## config.mk

```make
export PLATFORM = sky130hd
export DESIGN_NAME = rtc_bank_regs
export DESIGN_NICKNAME = d
export VERILOG_FILES = /design/src/rtl/rtc_bank_regs.sv
export SDC_FILE = /design/constraint.sdc
export NUM_CORES = 2
export LEC_CHECK = 0
export BUFFER_PORTS_ARGS = -buffer_cell sky130_fd_sc_hd__buf_2
export CORE_UTILIZATION = 50
export CTS_CLUSTER_DIAMETER = 50
export DETAILED_ROUTE_END_ITERATION = 10
export PLACE_DENSITY = 0.65
export SYNTH_ARGS = -nofsm -noshare
export SYNTH_HDL_FRONTEND = slang
export SYNTH_SLANG_ARGS = --single-unit
```

## constraint.sdc

```tcl
create_clock -name clk -period 2.9 [get_ports clk]
set_clock_uncertainty 0.1 [all_clocks]
set_input_delay 0.435 -clock clk [delete_from_list [all_inputs] [get_ports clk]]
set_output_delay 0.435 -clock clk [all_outputs]
set_load 0.02 [all_outputs]
```

## src/rtl/rtc_bank_regs.sv

```systemverilog
module rtc_bank_regs #(
  parameter int OFS_W = 7,
  parameter int DW    = 8
) (
  input  logic          clk,
  input  logic          rst_n,
  input  logic          rtc_en,
  input  logic          io_wr,
  input  logic          io_rd,
  input  logic [1:0]    io_addr,
  input  logic [DW-1:0] io_wdata,
  output logic [DW-1:0] io_rdata,
  input  logic [DW-1:0] flag_set,
  input  logic [DW-1:0] stat_d,
  output logic [DW-1:0] ctrl_a,
  output logic [DW-1:0] ctrl_b
);
  localparam int DEPTH = 1 << OFS_W;
  localparam logic [OFS_W-1:0] OFS_A = 'd10;
  localparam logic [OFS_W-1:0] OFS_B = 'd11;
  localparam logic [OFS_W-1:0] OFS_C = 'd12;
  localparam logic [OFS_W-1:0] OFS_D = 'd13;

  logic [OFS_W-1:0] std_idx, ext_idx;
  logic [DW-1:0]    reg_c, rd_next;
  logic [DW-1:0]    std_mem [DEPTH];
  logic [DW-1:0]    ext_mem [DEPTH];

  wire rd_go   = io_rd && !io_wr;
  wire s_wr    = io_wr && (io_addr == 2'd1) && rtc_en;
  wire s_rd    = rd_go && (io_addr == 2'd1) && rtc_en;
  wire e_wr    = io_wr && (io_addr == 2'd3);
  wire is_reg  = (std_idx >= OFS_A) && (std_idx <= OFS_D);
  wire c_clr   = s_rd && (std_idx == OFS_C);

  always_ff @(posedge clk) begin
    if (!rst_n) begin
      std_idx <= '0;
      ext_idx <= '0;
    end else if (io_wr) begin
      if (io_addr == 2'd0) std_idx <= io_wdata[OFS_W-1:0];
      if (io_addr == 2'd2) ext_idx <= io_wdata[OFS_W-1:0];
    end
  end

  always_ff @(posedge clk) begin
    if (!rst_n) begin
      ctrl_a <= '0;
      ctrl_b <= '0;
    end else if (s_wr) begin
      if (std_idx == OFS_A) ctrl_a <= io_wdata;
      if (std_idx == OFS_B) ctrl_b <= io_wdata;
    end
  end

  always_ff @(posedge clk) begin
    if (!rst_n) reg_c <= '0;
    else        reg_c <= (c_clr ? '0 : reg_c) | flag_set;
  end

  always_ff @(posedge clk) begin
    if (s_wr && !is_reg) std_mem[std_idx] <= io_wdata;
    if (e_wr)            ext_mem[ext_idx] <= io_wdata;
  end

  always_comb begin
    case (io_addr)
      2'd0: rd_next = {{(DW-OFS_W){1'b0}}, std_idx};
      2'd2: rd_next = {{(DW-OFS_W){1'b0}}, ext_idx};
      2'd3: rd_next = ext_mem[ext_idx];
      default: begin
        if (!rtc_en) rd_next = '1;
        else begin
          case (std_idx)
            OFS_A:   rd_next = ctrl_a;
            OFS_B:   rd_next = ctrl_b;
            OFS_C:   rd_next = reg_c;
            OFS_D:   rd_next = stat_d;
            default: rd_next = std_mem[std_idx];
          endcase
        end
      end
    endcase
  end

  always_ff @(posedge clk) begin
    if (!rst_n)     io_rdata <= '0;
    else if (rd_go) io_rdata <= rd_next;
  end

  assert_ptr_load_R2: assert property (@(posedge clk) disable iff (!rst_n)
    (io_wr && io_addr == 2'd0) |=> std_idx == $past(io_wdata[OFS_W-1:0]));

  assert_ctrl_hold_R7: assert property (@(posedge clk) disable iff (!rst_n)
    (!rtc_en) |=> ($stable(ctrl_a) && $stable(ctrl_b)));

  assert_off_read_R7: assert property (@(posedge clk) disable iff (!rst_n)
    (rd_go && io_addr == 2'd1 && !rtc_en) |=> io_rdata == '1);

  assert_flag_read_R5: assert property (@(posedge clk) disable iff (!rst_n)
    c_clr |=> (io_rdata == $past(reg_c)) && (reg_c == $past(flag_set)));

  assert_flag_sticky_R5: assert property (@(posedge clk) disable iff (!rst_n)
    (!c_clr) |=> ((reg_c & $past(reg_c)) == $past(reg_c)));

  assert_stat_read_R6: assert property (@(posedge clk) disable iff (!rst_n)
    (s_rd && std_idx == OFS_D) |=> io_rdata == $past(stat_d));
endmodule

```

# Yosys cells after proc, flatten, opt, wreduce, memory -nomap -nowiden
# Memory sizes are Yosys's and may differ from the RTL's. A register that Yosys moved wholly into a read port is not among the register bits.
# Cells that the tools add are included.
[op_classes] magnitude_cmp=2 eq_ne=7 n_mux=12 bitwise_logic=1 n_reduce_logical=16
[ops] cell="case mux 8 bit (4 select lines)" n=1
[ops] cell="== test 7 x 4 -> 1 bit (second input constant)" n=4
[ops] cell="2-to-1 mux 7 bit" n=4
[ops] cell="case mux 8 bit (3 select lines)" n=1
[ops] cell="2-to-1 mux 8 bit" n=2
[ops] cell="logical AND 1 bit" n=9
[ops] cell="bitwise OR 8 bit" n=1
[ops] cell="AND reduction 2 bit" n=4
[ops] cell="greater-or-equal comparator 7 x 4 -> 1 bit (second input constant)" n=1
[ops] cell="<= comparator 7 x 4 -> 1 bit (second input constant)" n=1
[ops] cell="== test 2 bit (second input constant)" n=2
[ops] cell="2-to-1 mux 1 bit" n=4
[ops] cell="== test 2 x 1 -> 1 bit (second input constant)" n=1
[ops] cell="zero test 1 bit" n=2
[ops] cell="zero test 2 bit" n=1
[word_totals] ff_bits=46 ramBits=2048 input_bits=31 word_cells=46 memories=2
[mem_list] name="ext_mem" words=128 width=8 read_ports=1 rd_clocked_by_memory_dff=1 write_ports=1 line="27" text="logic [DW-1:0] ext_mem [DEPTH];"
[mem_list] name="std_mem" words=128 width=8 read_ports=1 rd_clocked_by_memory_dff=1 write_ports=1 line="26" text="logic [DW-1:0] std_mem [DEPTH];"

# Longest topological paths before layout
[logic_depth] word_depth=7 mapped_depth=11 depth_no_buf=6

# Least setup slack after synthesis
# No wires, ideal clock.
[synth_path] path_kind="in2reg" from="in io_addr[1]" to="mem ext_mem[127][0] (enable)" setup_time_ps=371 t_arrival_ps=2065 t_required_ps=2429 path_slack_ps=365 stages=7 path_cell_list="clkbuf_1 clkbuf_1 nand3_1 nor2_1 nand3_1 clkbuf_1 nor2_1"
[synth_via] elab_chain_len=4
[synth_rtl] item="start: declaration" line="10" text="input logic [1:0] io_addr,"
[synth_rtl] item="== test 2 bit" line="32" text="wire e_wr = io_wr && (io_addr == 2'd3);"
[synth_rtl] item="logical AND 1 bit" line="32"
[synth_rtl] item="2-to-1 mux 1 bit" line="63" text="if (e_wr) ext_mem[ext_idx] <= io_wdata;"
[synth_rtl] item="2-to-1 mux 1 bit (implied by the code)" line="63"
[synth_rtl] item="end: declaration" line="27"
# No other way between the ends.

==> results.txt <==
worst reg2reg setup slack: -0.09 ns
Yosys cell types: 74
final hold vios: 0
Clock Pin Slew Worst Setup and Hold Paths: 0.06 ns
Worst Setup Path Type: flop to flop
Worst Hold Path EP: ext_mem[67][5]
share of layout cells above drive strength 1: 0.346
synthesized area: 82200 um2
Die X: 407 um
biggest fanout along the worst timing path: 6
CP max-delay cell: mux4_2
worst hold path type: input pin to flop
largest stage delay on the critical path: 0.49 ns
wire per inst: 29.4 um
IO Port Bufs: 54
Final Instance Count excl. Fillers: 7091
IO Pins: 55
Initial DRC Count: 5338
WP data required: 3.54 ns
htree depth: 4
vias in the first global route: 43.6k
R2R Path End: io_rdata[3]
EDFF count, synth: 2048
Post-DP HPWL: 135000 um
area of the core: 163000 um2
commonest non-fill, non-tap cell in the layout: edfxtp_1
max cap viols: 0
CP startpoint kind: flop
initial antenna violation count: 5
Placed Area: 89800 um2
Critical Path Sink Type: flop
filler cell count: 11.6k
CTS buffer count: 211
post-route ant nets: 0
grt ovf: 0
DP Cell Count: 6619
first-pass GRT wire length: 303000 um
worst reg-to-reg path cell count: 12
maximum number of pins on one net before global-route repair: 109
sequential-to-total area share from yosys stat: 0.763
Syn Inst Count: 3949
RSZ-0062 raised after global routing: true
final worst path period need: 2.99 ns
All-Layer GR Usage: 0.251
Hold Path Origin: io_wdata[5]
Area Overhead vs Synth: 19.6%
final core occ: 0.603
Yosys Warn Count: 0
Total Nets Final: 4775
clock sink count: 2108
Clock Tree Buf Depth: 3
Syn Area/Cell: 20.8 um2
Die H: 407 um
VDD IR-drop max: 0.000639 V
setup ws final: -0.0853 ns
Tcrit/Tclk final: 1.03
Starting Density: 0.504
clk_lat worst skew: 0.84 ns
Main synth FF type: edfxtp_1
first-pass detailed-route iteration total: 5
Final Cell Area: 98300 um2
failing checks: negative setup slack
die area: 166000 um2
Leakage: 0.0313 uW
Routed WL: 209000 um
fraction of registers with async set/reset: 0
worst path cell trace: buf_12, buf_16, buf_16, buf_12, buf_4, mux4_2, a22oi_2, o211ai_1, nor4_2, buf_4, nor2_2, o211a_1
outcome: finished with violations
gp weighted congestion: 0.897
detailed-route DRC error count: 0
pwr/cell area: 635 nW/um2
CTS tree: built
final setup fails: 4
via count: 43.3k
vias per std cell: 6.10
#FFs+latches synth: 2108
num rows: 148
Max Freq: 335 MHz
crit path DAT: 3.63 ns
most frequent cells in the layout: 2048 x edfxtp_1, 593 x buf_4, 512 x mux4_2
number of max-slew violations in the final report: 0
root buf cell: clkbuf_16
Worst Max-Slew Pin Slew: 0.912 ns
Place WS: -0.742 ns
worst hold path depth: 1
Worst slew margin: 0.391
-- cell usage after synthesis (6+ instances only) --
cell	n	area, um2
a211oi_1	15	113
a21boi_0	8	60.1
a21oi_1	33	165
a221oi_1	6	52.6
a22o_1	13	114
a22oi_1	92	691
and2_1	19	119
and3_1	7	43.8
and4b_1	7	70.1
buf_1	12	45.0
buf_2	70	350
buf_4	34	255
buf_6	20	225
clkbuf_1	89	334
dfxtp_1	60	1200
edfxtp_1	2048	61500
inv_1	7	26.3
mux2_2	17	191
mux2i_1	92	921
mux4_2	512	11500
nand2_1	80	300
nand2b_1	19	119
nand3_1	58	290
nand4_1	31	194
nand4b_1	11	96.3
nor2_1	304	1140
nor2b_1	62	388
nor3_1	13	65.1
nor4_1	12	75.1
o211ai_1	14	105
o21ai_0	31	155
o221ai_1	13	114
o22ai_1	30	188
o2bb2ai_1	6	52.6
o31ai_1	9	67.6
or3_1	7	43.8
-- final cells by class --
class | count | area, um2 | area share
Timing Repair Buffer | 779 | 7270 | 0.0740
Inverter | 9 | 37.5 | 0.000382
Sequential cell | 2108 | 62700 | 0.638
Tap cell | 2175 | 2720 | 0.0277
Clock buffer | 276 | 5650 | 0.0574
Multi-Input combinational cell | 1635 | 18900 | 0.192
Antenna cell | 1 | 2.50 | 0.0000255
Clock inverter | 108 | 1010 | 0.0103
-- routing by layer --
metal  GRT usage  wire length (um)  part of all wire
met4      0.0781              6000             0.029
met1       0.351             83900              0.40
met2       0.401            102000              0.49
met5           0                13          0.000062
met3      0.0485             17300             0.083
-- registers in the layout, summed over array words and instances (netlist names), named ones only --
name      flops
ext_mem    1024
std_mem    1024
ctrl_a        8
ctrl_b        8
io_rdata      8
reg_c         8
ext_idx       7
std_idx       7
-- critical path, delay by kind of cell (launching register included) --
kind	cells	cell delay, ns
buffers and inverters	6	0.79
muxes	1	0.49
and+or+nand+nor	2	0.38
DFF	1	0.42
AOI/OAI and AO/OA	3	0.67
-- how the worst max path moves through the flow --
stage | startpoint | endpoint | slack (ns) | depth (start not counted)
3_5_place_dp | flop | io_rdata[2] | -0.74 | 9
2_1_floorplan | io_addr[1] | ext_mem[127][0] | 0.36 | 7
3_3_place_gp | flop | io_rdata[2] | -0.73 | 8
6_report | flop | io_rdata[3] | -0.09 | 12
5_1_grt | flop | io_rdata[3] | -0.13 | 12
4_1_cts | flop | io_rdata[2] | -0.04 | 10
-- cell families (layout without fill, tap and decap cells) --
family / count (synthesis) / in the layout / synth area share
compound gates: 315 / 315 / 0.0278
xor+xnor: 1 / 1 / 0.000107
buf+inv: 237 / 1172 / 0.0157
flops: 2108 / 2108 / 0.763
mux: 621 / 621 / 0.154
other cells: 1 / 33 / 0.0000456
simple gates: 666 / 666 / 0.0398
-- metrics by stage --
| step | hold WS (ns) | TNS (ns) | total power [uW] |
|---|---|---|---|
| 2_1_floorplan | 0.364 | 0 | 35200 |
| 5_1_grt | 0.0687 | -0.495 | 64100 |
| 6_report | 0.0767 | -0.273 | 62500 |
| 3_3_place_gp | 0.377 | -3.37 | 36500 |
| 4_1_cts | 0.0445 | -0.0714 | 62800 |
| 3_5_place_dp | 0.377 | -3.31 | 36500 |
-- report_power, final --
group	total [uW]	internal [uW]	switching (uW)
sequential	33500	33500	68.2
clock	26400	15000	11400
combinational	2570	1050	1510
total	62500	49500	13000
-- what timing repair did --
action	CTS	global route
hold buffers	12	0
cloned	8	3
resized for setup	96	68
setup buffers	54	17
endpoints found under the setup margin	8	8
endpoints found under the hold margin	105	0
pin swaps	23	28
No activity file was read; power rests on OpenSTA's default activity.
